--- src/rtl/adc_seq_pkg.sv ---
package adc_seq_pkg;

  typedef enum logic [1:0] {
    PM_RUN  = 2'd0,
    PM_HALT = 2'd1,
    PM_IDLE = 2'd2,
    PM_STOP = 2'd3
  } pwr_mode_e;

  localparam logic [3:0] A_CTRL = 4'd0;
  localparam logic [3:0] A_CFG  = 4'd1;
  localparam logic [3:0] A_RES0 = 4'd2;
  localparam logic [3:0] A_CNT  = 4'd10;
  localparam logic [3:0] A_STAT = 4'd11;

  // Conversion length in clock cycles for a time-select code.
  function automatic int unsigned conv_cycles(input int unsigned code,
                                              input int unsigned step);
    return (code + 1) * step;
  endfunction

  // Idle and stop both freeze the converter clock.
  function automatic logic clk_frozen(input logic [1:0] mode);
    return (mode == PM_IDLE) || (mode == PM_STOP);
  endfunction

endpackage

--- src/rtl/trig_arbiter.sv ---
module trig_arbiter #(
  parameter int NCH = 8,
  localparam int CHW = $clog2(NCH)
) (
  input  logic [NCH-1:0] req,
  output logic [NCH-1:0] grant,
  output logic [CHW-1:0] idx,
  output logic           any
);

  for (genvar i = 0; i < NCH; i++) begin : g_gnt
    if (i == 0) begin : g_first
      assign grant[i] = req[i];
    end else begin : g_rest
      assign grant[i] = req[i] & ~|req[i-1:0];
    end
  end

  always_comb begin
    idx = '0;
    for (int i = NCH - 1; i >= 0; i--) begin
      if (req[i]) idx = CHW'(i);
    end
  end

  assign any = |req;

endmodule

--- src/rtl/conv_timer.sv ---
module conv_timer #(
  parameter int CW = 8
) (
  input  logic          clk,
  input  logic          rst_n,
  input  logic          start,
  input  logic          run,
  input  logic          clear,
  input  logic [CW-1:0] len,
  output logic          done,
  output logic [CW-1:0] cnt
);

  assign done = run && (cnt == len - 1'b1);

  always_ff @(posedge clk or negedge rst_n) begin
    if (!rst_n)              cnt <= '0;
    else if (start || clear) cnt <= '0;
    else if (run && !done)   cnt <= cnt + 1'b1;
  end

endmodule

--- src/rtl/result_bank.sv ---
module result_bank #(
  parameter int NCH = 8,
  parameter int DW  = 10,
  localparam int CHW = $clog2(NCH)
) (
  input  logic           clk,
  input  logic           rst_n,
  input  logic           wr_en,
  input  logic [CHW-1:0] wr_ch,
  input  logic [DW-1:0]  wr_data,
  input  logic           wr_valid,
  input  logic [CHW-1:0] rd_ch,
  output logic [DW:0]    rd_word
);

  logic [DW-1:0] dat_arr [NCH];
  logic          vld_arr [NCH];

  for (genvar c = 0; c < NCH; c++) begin : g_slot
    always_ff @(posedge clk or negedge rst_n) begin
      if (!rst_n) begin
        dat_arr[c] <= '0;
        vld_arr[c] <= 1'b0;
      end else if (wr_en && wr_ch == CHW'(c)) begin
        dat_arr[c] <= wr_data;
        vld_arr[c] <= wr_valid;
      end
    end
  end

  assign rd_word = {vld_arr[rd_ch], dat_arr[rd_ch]};

endmodule

--- src/rtl/adc_trig_seq.sv ---
module adc_trig_seq
  import adc_seq_pkg::*;
#(
  parameter int NCH  = 8,
  parameter int DW   = 10,
  parameter int TSW  = 3,
  parameter int CNTW = 3,
  parameter int STEP = 16,
  parameter int RW   = 16,
  localparam int CHW = $clog2(NCH),
  localparam int WW  = TSW + CNTW,
  localparam int CW  = $clog2(STEP * (2 ** TSW)) + 1
) (
  input  logic            clk,
  input  logic            rst_n,
  input  logic            reg_wr,
  input  logic [3:0]      reg_addr,
  input  logic [WW-1:0]   reg_wdata,
  output logic [RW-1:0]   reg_rdata,
  input  logic [NCH-1:0]  trig_in,
  input  logic [1:0]      pwr_mode,
  input  logic [DW-1:0]   conv_data,
  output logic            busy,
  output logic            irq
);

  // Configuration and control state
  logic            en_q;
  logic [TSW-1:0]  tsel_q;
  logic [CNTW-1:0] tgt_q;
  logic [CNTW-1:0] trig_cnt_q;
  logic            busy_q;
  logic [CHW-1:0]  ch_q;
  logic            taint_q;
  logic            irq_q;

  // Named internal events (observed by the checker)
  logic            gated;
  logic            en_clr;
  logic            evt_kill;
  logic            evt_accept;
  logic            evt_store;
  logic            evt_irq;
  logic            conv_done;
  logic [NCH-1:0]  trig_live;
  logic [NCH-1:0]  grant;
  logic [CHW-1:0]  grant_idx;
  logic [CW-1:0]   conv_len;
  logic [CW-1:0]   tcnt;
  logic [CHW-1:0]  rd_ch;
  logic [DW:0]     rd_word;
  logic            rd_is_res;

  assign gated    = clk_frozen(pwr_mode);
  assign en_clr   = reg_wr && (reg_addr == A_CTRL) && !reg_wdata[0];
  assign evt_kill = en_clr && busy_q;

  assign trig_live = trig_in & {NCH{en_q && !gated && !en_clr}};

  trig_arbiter #(.NCH(NCH)) arb_i (
    .req   (trig_live),
    .grant (grant),
    .idx   (grant_idx),
    .any   (evt_accept)
  );

  assign conv_len = CW'(conv_cycles(int'(tsel_q), STEP));

  conv_timer #(.CW(CW)) tmr_i (
    .clk   (clk),
    .rst_n (rst_n),
    .start (evt_accept),
    .run   (busy_q && !gated && !evt_kill),
    .clear (evt_kill),
    .len   (conv_len),
    .done  (conv_done),
    .cnt   (tcnt)
  );

  assign evt_store = conv_done;
  assign evt_irq   = evt_store && (trig_cnt_q == tgt_q);

  result_bank #(.NCH(NCH), .DW(DW)) bank_i (
    .clk      (clk),
    .rst_n    (rst_n),
    .wr_en    (evt_store),
    .wr_ch    (ch_q),
    .wr_data  (conv_data),
    .wr_valid (!taint_q),
    .rd_ch    (rd_ch),
    .rd_word  (rd_word)
  );

  // Register writes
  always_ff @(posedge clk or negedge rst_n) begin
    if (!rst_n) begin
      en_q   <= 1'b0;
      tsel_q <= '0;
      tgt_q  <= '0;
    end else if (reg_wr) begin
      if (reg_addr == A_CTRL) en_q <= reg_wdata[0];
      if (reg_addr == A_CFG) begin
        tsel_q <= reg_wdata[TSW-1:0];
        tgt_q  <= reg_wdata[WW-1:TSW];
      end
    end
  end

  // Conversion sequencing
  always_ff @(posedge clk or negedge rst_n) begin
    if (!rst_n) begin
      busy_q     <= 1'b0;
      ch_q       <= '0;
      taint_q    <= 1'b0;
      trig_cnt_q <= '0;
      irq_q      <= 1'b0;
    end else begin
      irq_q      <= evt_irq;
      trig_cnt_q <= (evt_irq ? '0 : trig_cnt_q) + CNTW'(evt_accept);
      if (evt_kill) begin
        busy_q  <= 1'b0;
        taint_q <= 1'b0;
      end else if (evt_accept) begin
        busy_q  <= 1'b1;
        ch_q    <= grant_idx;
        taint_q <= 1'b0;
      end else if (evt_store) begin
        busy_q  <= 1'b0;
      end else if (gated && busy_q) begin
        taint_q <= 1'b1;
      end
    end
  end

  // Register reads
  assign rd_is_res = (reg_addr >= A_RES0) && (reg_addr < A_RES0 + 4'(NCH));
  assign rd_ch     = CHW'(reg_addr - A_RES0);

  always_comb begin
    reg_rdata = '0;
    if (rd_is_res)                reg_rdata = RW'(rd_word);
    else if (reg_addr == A_CTRL)  reg_rdata = RW'(en_q);
    else if (reg_addr == A_CFG)   reg_rdata = RW'({tgt_q, tsel_q});
    else if (reg_addr == A_CNT)   reg_rdata = RW'(trig_cnt_q);
    else if (reg_addr == A_STAT)  reg_rdata = RW'({ch_q, busy_q});
  end

  assign busy = busy_q;
  assign irq  = irq_q;

endmodule

--- config.mk ---
export PLATFORM = sky130hd
export DESIGN_NAME = adc_trig_seq
export DESIGN_NICKNAME = d
export VERILOG_FILES = /design/src/rtl/adc_seq_pkg.sv /design/src/rtl/trig_arbiter.sv /design/src/rtl/conv_timer.sv /design/src/rtl/result_bank.sv /design/src/rtl/adc_trig_seq.sv
export SDC_FILE = /design/constraint.sdc
export NUM_CORES = 1
export LEC_CHECK = 0
export CORE_ASPECT_RATIO = 1.4
export CORE_MARGIN = 2
export CORE_UTILIZATION = 30
export CTS_BUF_LIST = sky130_fd_sc_hd__clkbuf_8
export CTS_CLUSTER_DIAMETER = 150
export DETAILED_ROUTE_END_ITERATION = 8
export SETUP_SLACK_MARGIN = 0.3
export SKIP_CTS_REPAIR_TIMING = 1
export SLEW_MARGIN = 5
export SYNTH_ARGS = -nofsm -noshare
export SYNTH_HDL_FRONTEND = slang
export SYNTH_SLANG_ARGS = --single-unit
--- constraint.sdc ---
create_clock -name clk -period 5.1 [get_ports clk]
set_clock_uncertainty 0.05 [all_clocks]
set_input_delay 0.51 -clock clk [delete_from_list [all_inputs] [get_ports clk]]
set_output_delay 0.51 -clock clk [all_outputs]
set_load 0.02 [all_outputs]
**Word-level counts from Yosys, hierarchy flattened**

Cells that the tools add are included.

- Flip-flop bits (word level): 112
- Input bits: 33
- Output and inout bits: 18

- Add/sub/neg operators: 5
- Order comparisons: 3
- Equal/unequal tests: 15
- Muxes and demuxes: 29
- Bitwise operators: 3
- Reductions and logical operators: 38

Operators with widths:

| kind | number |
|---|---|
| $bmux 10 s3 | 1 |
| $mux 3 | 9 |
| $logic_and 1x1->1 | 20 |
| $mux 10 | 2 |
| $mux 8 | 2 |
| $eq 3x3->1 const B | 4 |
| $mux 6 | 2 |
| $mux 11 | 1 |
| $mux 1 | 9 |
| $add 8x1->8 const B | 1 |
| $and 8x8->8 | 1 |
| $eq 4x4->1 const B | 2 |
| $eq 8x8->1 | 1 |
| $mux 4 | 2 |
| $reduce_and 2->1 | 4 |
| $reduce_or 8->1 | 1 |
| $sub 8x1->8 const B | 1 |
| $eq 3x2->1 const B | 2 |
| $logic_not 1->1 | 6 |
| $reduce_bool 3->1 | 2 |
| $add 3x1->4 const B | 1 |
| $eq 2x2->1 const B | 2 |
| $eq 4x1->1 const B | 1 |
| $ge 4x2->1 const B | 1 |
| 14 further kinds | 15 |

**Logic depth before layout (Yosys ltp)**

Gate-level depths: netlist of the first run.

- Depth in word-level cells: 14
- Gate-level depth with buffers: 11

**By module**

From an unflattened synthesis of the first run, not the netlist that was laid out.

- Cells, all modules: 457
- Area total of the unflattened synthesis: 6153.4 µm²

By module, submodules not included:

| module | instances | cells an instance | area an instance (µm²) |
|---|---|---|---|
| result_bank | 1 | 230 | 4050.1 |
| adc_trig_seq | 1 | 114 | 1174.9 |
| conv_timer | 1 | 90 | 789.5 |
| trig_arbiter | 1 | 23 | 138.9 |

**Worst setup path after synthesis of the first run**

OpenSTA, ideal clock, no wires.

- Path kind: input port to output port
- Start point: in reg_addr[0]
- End point: out reg_rdata[9]
- Data arrival time: 2.362 ns
- Setup slack: 2.178 ns
- Stages on the path: 6
- Cells stage by stage: clkbuf_1 buf_1 clkbuf_1 mux4_2 mux2i_1 nor2_1

- Longest elaborated chain between the ends: 6
- Elaborated cells between the ends (all ways): 9

RTL lines:

| what | RTL line | text |
|---|---|---|
| start: declaration | adc_trig_seq.sv:17 | `input logic [3:0] reg_addr,` |
| $sub 3x2->3 | adc_trig_seq.sv:137 | `assign rd_ch = CHW'(reg_addr - A_RES0);` |
| $not 3->4 (not written as such) | result_bank.sv:31 | `assign rd_word = {vld_arr[rd_ch], dat_arr[rd_ch]};` |
| $bmux 10 s3 | result_bank.sv:31 |  |
| $mux 10 (not written as such) (2 in a row) | result_bank.sv:31 |  |
| $mux 11 * | adc_trig_seq.sv:141 | `if (rd_is_res) reg_rdata = RW'(rd_word);` |
| end: declaration | adc_trig_seq.sv:19 | `output logic [RW-1:0] reg_rdata,` |

Every way passes the cells marked *; elsewhere a longest branch is shown, timed or not. The select of a mux whose other input is x is not followed.

**Final worst setup path of the first run**

- Start point: in reg_addr[1]
- End point: out reg_rdata[0]

- Longest elaborated chain between the ends: 6
- Elaborated cells between the ends (all ways): 17

RTL lines:

| what | RTL line |
|---|---|
| $sub 3x2->3 or $eq 4x4->1 (tied branches) | adc_trig_seq.sv:137, adc_trig_seq.sv:145 |
| $not 3->4 (not written as such) or $mux 4 (tied branches) | result_bank.sv:31, adc_trig_seq.sv:145 |
| $bmux 10 s3 or $mux 4 (tied branches) | result_bank.sv:31, adc_trig_seq.sv:144 |
| $mux 10 (not written as such) or $mux 6 (tied branches) | result_bank.sv:31, adc_trig_seq.sv:143 |
| $mux 10 (not written as such) or $mux 6 (tied branches) | result_bank.sv:31, adc_trig_seq.sv:142 |
| $mux 11 * | adc_trig_seq.sv:141 |

Marks and branches as above.

==> impl_metrics.ini, run 1 <==
[timing]
finalSetupViolCount = 0
hold_viol = 0
tightest_slew_ns = 0.9993
fin_crit_ns = 3.791
hold_ws_ns = 0.1486
slew_violations = 0
setup_tns_ns = 0
max_freq_ghz = 0.2638
finalCritPeriodShare_pct = 74.32
maxSlewHeadroom_pct = 33.16
rsz0062_at_grt = false

[die]
rows = 59
die_w_um = 120.1
io-pin-count = 51
die_h_um = 166.5
initial_core_util_pct = 30.55
die_area_mm2 = 0.02000
coreArea_mm2 = 0.01853

[finish]
final_common_cell = dfrtp_1
num-nets-final = 509
fillers = 1769
layout-drive-gt1-share_pct = 31.16
antenna_cells = 0
final_util_pct = 35.36
final_cell_mix = 112 x dfrtp_1, 70 x mux2_2, 42 x clkdlybuf4s50_1
final_design_area_no_fill_mm2 = 0.006551
area.growth.synth_to_final_pct = 15.74

[power]
leakagePower_uw = 0.003040
pwr_density_cell_mw_per_mm2 = 279.3
p_int_uw = 1274
p_comb_share_pct = 16.2
swShare_pct = 30.39
vdd_drop_max_v = 0.00009610
pwr-share-seq_pct = 55.5
p_clk_share_pct = 28.2
p_sw_uw = 555.9

[drt]
drtIter0Drc = 207
wl_per_cell_um = 18.22
drt_first_pass_iters = 4
via_per_inst = 5.058
finalWirelength_mm = 13.10
drc = 0
num_vias = 3637
ant_nets = 0

[critical_path]
slowest_delay_ns = 0.61
required_ns = 4.54
setup.worst_path.end_class = output pin
r2r_slack_ns = 1.69
worst_setup_path_start_kind = primary input
r2r-start = tsel_q[0]
path_max_fanout = 25
critPathKind = in -> out
reg2regPathDepth = 8
cp.arrival_ns = 3.23
crit_slowest_cell = clkdlybuf4s50_1
crit_path_cell_trace = clkdlybuf4s50_1 > buf_4 > mux4_2 > mux2_2 > o311ai_0 > o21ai_0 > clkdlybuf4s50_1
worst_path_most_repeated_cell = clkdlybuf4s50_1
rr_endpoint = bank_i.dat_arr[13]

[clock_tree]
ctsHtreeMaxLevel = 3
clkTransAtPathRegs_ns = 0.11
clkLatencyLatePin_ns = 0.38
clock_path_buffers = 2
cts.sinks = 112
root_buffer = clkbuf_8
cts_made_buffers = 9
cts_tree = done

[place]
gp_congestion = 0.8278
hpwl_mm = 9.032
post_dp_cell_area_mm2 = 0.006362
port_buffers = 44

[grt]
grt_pass1_wl_mm = 21.03
grt_overflow = 0
track_usage_pct = 13.61
grt_start_max_net_pins = 67
grt_pass1_vias = 3921
antenna_found_initial = 0

[synth]
synth_cell_types = 50
yosys_warnings = 0
syn_inst = 428
yosys-top-cells-area = dfrtp_1 50%, mux2_2 14%, mux4_2 8.8%, mux2_4 4.8%, mux2i_1 3.7%
syn_area_mm2 = 0.005660
synth_ff_type = dfrtp_1
yosys.area.top_type = dfrtp_1
ys_seq_area_share_pct = 49.51
avgSynthCellArea_um2 = 13.23
synth_edf_count = 0
synthArstFlopShare_pct = 100.0
synth_top_area_share_pct = 49.51
synth.ff_latch_count = 112

[run_status]
status = finished clean

[hold_path]
min_path_type = in -> async

[run]
max_cap_violations = 0
cell usage after synthesis (2+ instances only):
library cell / instances
dfrtp_1: 112
mux2_2: 70
mux4_2: 22
mux2i_1: 21
nor2_1: 20
mux2_4: 18
inv_1: 16
nand2_1: 16
a21oi_1: 14
nand3_1: 13
xnor2_1: 9
clkbuf_1: 8
buf_2: 6
buf_4: 6
ha_1: 6
nand2b_1: 6
o21ai_0: 6
and2_1: 5
buf_1: 4
nor4_1: 4
o22ai_1: 4
a22oi_1: 3
a31o_2: 3
or3_1: 3
xor2_1: 3
buf_6: 2
nor2b_1: 2
nor3_1: 2
o21a_1: 2
or4_4: 2
worst max-delay path, delay by kind of cell:
kind / cells / cell delay (ns)
buffers and inverters: 3 / 1.61
muxes: 2 / 0.64
AOI/OAI and AO/OA: 2 / 0.46
power groups by stage:
stage	clock, uW	combinational (uW)	sequential [uW]
after global routing	570	328	1030
after global placement	0	285	1030
final	516	297	1020
after detailed placement	0	299	1030
after floorplan	0	206	996
after CTS	536	302	1020
metal layers:
layer	global-route usage, %	vias to the layer above	part of all wire [%]
li1	-	1635	-
met1	15.59	1898	41
met2	24.33	79	52
met3	3.116	25	3.9
met4	5.269	0	2.7
met5	0	-	0
worst max-delay path by stage:
stage	from	endpoint	slack, ns	depth (start not counted)
floorplan	reg_addr[0]	reg_rdata[9]	2.18	6
global placement	reg_addr[1]	reg_rdata[0]	1.35	7
detailed placement	reg_addr[1]	reg_rdata[0]	1.38	7
CTS	reg_addr[1]	reg_rdata[0]	1.36	7
global route	reg_addr[1]	reg_rdata[0]	1.26	7
finish	reg_addr[1]	reg_rdata[0]	1.31	7
area by class of cell:
| class | count | area (um2) | share of cell area [%] |
|---|---|---|---|
| repair buffers | 53 | 500.5 | 7.639 |
| well taps | 244 | 305.3 | 4.660 |
| multi-input cells | 278 | 2694 | 41.12 |
| flip-flops and latches | 112 | 2803 | 42.78 |
| clock buffers | 10 | 137.6 | 2.101 |
| clock inverters | 6 | 51.30 | 0.7830 |
| inverters | 16 | 60.06 | 0.9167 |
per-stage QoR:
stage          power [uW]  worst slack, ns  std cells
2_1_floorplan        1202            2.178        432
3_3_place_gp         1314            1.348        703
3_5_place_dp         1331            1.380        703
4_1_cts              1853            1.356        719
5_1_grt              1925            1.258        719
6_report             1830            1.309        719
logic make-up (layout without fill, tap and decap cells):
group | after synthesis | after routing | synth area share [%]
AOI/OAI and AO/OA | 44 | 44 | 5.151
xor gates and xnor gates | 12 | 12 | 1.857
adders and majority gates | 6 | 6 | 1.326
buffers and inverters | 42 | 85 | 3.581
DFF | 112 | 112 | 49.51
muxes | 131 | 131 | 31.17
other | 1 | 5 | 0.06625
and+or+nand+nor | 80 | 80 | 7.339
registers in the layout, indices dropped and copies added, names as in the netlist:
name            count
tsel_q              3
bank_i.dat_arr     80
bank_i.vld_arr      8
busy                1
trig_cnt_q          3
tgt_q               3
ch_q                3
tmr_i.cnt           8
irq                 1
en_q                1
taint_q             1
No activity file was read; power rests on OpenSTA's default activity.
==> inputs of run 2 (changes only) <==
- clock period: 5.1 -> 3.5 ns (I/O delays scaled with it)
==> impl_metrics.ini, run 2 (synthesis gave the netlist of run 1 again) <==
[grt]
grt_overflow = 0
grt_pass1_wl_mm = 21.53
antenna_found_initial = 0
grt_start_max_net_pins = 58
track_usage_pct = 13.75
grt_pass1_vias = 3983

[timing]
finalCritPeriodShare_pct = 89.39
setup_slack_ns = 0.3713
setup_tns_ns = 0
finalSetupViolCount = 0
rsz0062_at_grt = false
hold_ws_ns = -0.01848
max_freq_ghz = 0.3196
fin_crit_ns = 3.129
tightest_slew_ns = 0.8483
hold_viol = 20
slew_violations = 0
maxSlewHeadroom_pct = 43.45

[finish]
layout.cells.non_filler = 726
area.growth.synth_to_final_pct = 17.73
regMostFlops = bank_i.dat_arr
num-nets-final = 515
layout-drive-gt1-share_pct = 32.43
multiInputGateArea_mm2 = 0.002706
regArea_mm2 = 0.002803
fillers = 1805
final_common_cell = dfrtp_1
largest_reg_flops = 80
reg_top3 = bank_i.dat_arr x80, bank_i.vld_arr x8, tmr_i.cnt x8
final_cell_mix = 112 x dfrtp_1, 70 x mux2_2, 41 x clkdlybuf4s50_1

[drt]
num_vias = 3571
drt_first_pass_iters = 4
ant_nets = 0
via_per_inst = 4.919
finalWirelength_mm = 13.14
drc = 0
wl_per_cell_um = 18.09
drtIter0Drc = 206

[hold_path]
min_path_type = in -> async

[critical_path]
crit_slowest_cell = clkdlybuf4s50_1
slowest_delay_ns = 0.60
required_ns = 3.10
crit_path_cell_trace = clkdlybuf4s50_1 > inv_1 > ha_1 > mux2_2 > o311ai_0 > o21ai_0 > clkdlybuf4s50_1
rr_endpoint = bank_i.dat_arr[16]
critPathKind = in -> out
setup.worst_path.end_class = output pin
r2r_slack_ns = 0.44
cp_top_family = buffers and inverters
r2r-start = tsel_q[1]
reg2regPathDepth = 9
path_buf_inv = 3
path_max_fanout = 6
worst_setup_path_start_kind = primary input
worst_path_most_repeated_cell = clkdlybuf4s50_1
cp.arrival_ns = 2.73

[power]
leakagePower_uw = 0.003115
vdd_drop_max_v = 0.0002336
pwr_density_cell_mw_per_mm2 = 418.3
total_power_uw = 2788

[place]
gp_congestion = 0.8624
placedCellCount = 708
port_buffers = 44
dp_slack_ns = 0.1219
hpwl_mm = 9.203

[clock_tree]
cts_made_buffers = 9
root_buffer = clkbuf_8
cts.sinks = 112
clkLatencyLatePin_ns = 0.38
cts_tree = done
ctsHtreeMaxLevel = 3
clock_path_buffers = 2
clkTransAtPathRegs_ns = 0.11

[die]
rows = 59
io-pin-count = 51
die_w_um = 120.1
coreArea_mm2 = 0.01853
die_h_um = 166.5
initial_core_util_pct = 30.55
die_area_mm2 = 0.02000

[run_status]
status = complete, but fails checks
violations = hold timing

[run]
max_cap_violations = 0
## run 2: layout make-up
cell class                      instances  area share [%]
Antenna cell                            1         0.03755
Clock buffer                            9           1.859
Clock inverter                          7           1.540
Inverter                               16          0.9012
Multi-Input combinational cell        278           40.61
Sequential cell                       112           42.06
Tap cell                              244           4.581
Timing Repair Buffer                   59           8.412
## run 2: worst max path at each step
| stage | start | endpoint | slack, ns | cells after the start |
|---|---|---|---|---|
| after floorplan | tsel_q[0] | trig_cnt_q[2] | 0.59 | 11 |
| after global placement | reg_addr[1] | reg_rdata[5] | 0.12 | 5 |
| after detailed placement | reg_addr[1] | reg_rdata[4] | 0.12 | 5 |
| after CTS | reg_addr[1] | reg_rdata[4] | 0.10 | 5 |
| after global routing | reg_addr[2] | reg_rdata[0] | 0.28 | 7 |
| final | reg_addr[2] | reg_rdata[0] | 0.37 | 7 |
## run 2: power by group
part / leakage [uW] / internal, uW / switching, uW
sequential: 0.00149 / 1370 / 104
clock: 0.000116 / 412 / 460
combinational: 0.00151 / 208 / 235
total: 0.00312 / 1990 / 800
## run 2: metal layers
metal  wire length (um)  part of all wire (%)  track usage [%]
met1               5460                    42            16.60
met5                  0                     0                0
met4                273                   2.1            4.348
met2               7022                    53            24.73
met3                379                   2.9            2.260
## run 2: metrics by stage
| stage | utilization (%) | area (um2) |
|---|---|---|
| global placement | 34.61 | 6412 |
| detailed placement | 34.61 | 6412 |
| floorplan | - | 5675 |
| CTS | 35.83 | 6639 |
| global route | 35.95 | 6661 |
| finish | 35.96 | 6664 |
==> inputs of run 3 (changes only) <==
- CORE_UTILIZATION: 30 -> 40
==> impl_metrics.ini, run 3 (synthesis gave the netlist of run 1 again) <==
[power]
swShare_pct = 30.34
vdd_drop_max_v = 0.0001945
p_clk_share_pct = 26.9
leakagePower_uw = 0.003104
p_sw_uw = 800.4
pwr_density_cell_mw_per_mm2 = 403.6
p_comb_share_pct = 17.2
pwr-share-seq_pct = 55.9
p_int_uw = 1838

[timing]
rsz0062_at_grt = false
fin_crit_ns = 3.044
finalCritPeriodShare_pct = 86.96
hold_ws_ns = -0.03052
setup_slack_ns = 0.4563
slew_violations = 0
setup_tns_ns = 0
tightest_slew_ns = 0.8481
hold_viol = 13
finalSetupViolCount = 0
maxSlewHeadroom_pct = 43.46
max_freq_ghz = 0.3286

[die]
initial_core_util_pct = 40.88
die_area_mm2 = 0.01513
die_h_um = 144.8
coreArea_mm2 = 0.01385
io-pin-count = 51
rows = 51
die_w_um = 104.5

[drt]
wl_met1_mm = 5.487
ant_nets = 0
top_layer_used = met4
drt_first_pass_iters = 4
drc = 0
via_per_inst = 5.409
finalWirelength_mm = 12.71
wl_per_cell_um = 19.02
route.met3.wl_um = 522
drtIter0Drc = 221
met2_wirelength_mm = 6.282
num_vias = 3613

[place]
gp_congestion = 0.8584
placedCellCount = 652
dp_slack_ns = 0.2922
hpwl_mm = 8.532
port_buffers = 44

[hold_path]
min_path_type = in -> async

[critical_path]
cp.arrival_ns = 2.64
startpoint = reg_addr[2]
r2r_slack_ns = 0.49
required_ns = 3.10
worst_setup_path_start_kind = primary input
critPathKind = in -> out
worst_path_most_repeated_cell = clkdlybuf4s50_1
slowest_delay_ns = 0.59
rr_endpoint = bank_i.dat_arr[15]
crit_path_cell_trace = clkdlybuf4s50_1 > inv_1 > ha_1 > buf_4 > mux2i_1 > o22ai_1 > clkdlybuf4s50_1
r2r-start = tsel_q[1]
setup.worst_path.end_class = output pin
crit_slowest_cell = clkdlybuf4s50_1
reg2regPathDepth = 9
path_max_fanout = 10

[finish]
layout.cells.non_filler = 668
antenna_cells = 0
layout-drive-gt1-share_pct = 32.71
largest_reg_flops = 80
num-nets-final = 517
final_cell_mix = 112 x dfrtp_1, 70 x mux2_2, 40 x clkdlybuf4s50_1
reg_top3 = bank_i.dat_arr x80, bank_i.vld_arr x8, tmr_i.cnt x8
area.growth.synth_to_final_pct = 15.50
final_util_pct = 47.21
final_common_cell = dfrtp_1
regMostFlops = bank_i.dat_arr

[grt]
grt_start_max_net_pins = 58
grt_overflow = 0
grt_pass1_vias = 3819
antenna_found_initial = 0
grt_pass1_wl_mm = 20.50
track_usage_pct = 17.63

[clock_tree]
root_buffer = clkbuf_8
cts.sinks = 112
clock_path_buffers = 2
clkTransAtPathRegs_ns = 0.10
clkLatencyLatePin_ns = 0.37
cts_tree = done
ctsHtreeMaxLevel = 3
cts_made_buffers = 9

[run_status]
violations = hold timing
status = complete, but fails checks

[run]
max_cap_violations = 0
## run 3: power groups by stage
stage	Clock (uW)	Combinational (uW)	Sequential (uW)
5_1_grt	792	501	1490
2_1_floorplan	0	299	1450
4_1_cts	734	460	1480
3_5_place_dp	0	458	1500
6_report	710	454	1470
3_3_place_gp	0	444	1500
## run 3: worst max-delay path, delay by kind of cell
| family | cells | cell delay (ns) |
|---|---|---|
| AOI/OAI and AO/OA | 1 | 0.15 |
| buffers and inverters | 4 | 1.52 |
| adders and majority gates | 1 | 0.31 |
| muxes | 1 | 0.32 |
## run 3: layout make-up
type,instances,area (um2)
well taps,185,231.5
clock buffers,9,123.9
inverters,16,60.06
flip-flops and latches,112,2803
repair buffers,61,565.5
clock inverters,7,47.55
fillers,1289,7310
multi-input cells,278,2706
## run 3: worst max-delay path by stage
stage                                to  depth (start not counted)
after floorplan           trig_cnt_q[2]                         11
after global placement     reg_rdata[4]                          5
after detailed placement   reg_rdata[4]                          5
after CTS                  reg_rdata[4]                          5
after global routing      trig_cnt_q[2]                         11
final                      reg_rdata[3]                          7
## run 3: stage by stage
| stage | area, um2 | total power [uW] |
|---|---|---|
| 6_report | 6538 | 2638 |
| 5_1_grt | 6538 | 2780 |
| 4_1_cts | 6520 | 2670 |
| 3_5_place_dp | 6349 | 1958 |
| 3_3_place_gp | 6349 | 1943 |
| 2_1_floorplan | 5675 | 1751 |
## run 3: layer usage
layer	GRT usage (%)	vias to the layer above
met5	0	-
met4	7.824	0
met3	2.911	27
met2	29.86	96
met1	22.36	1849
li1	-	1641
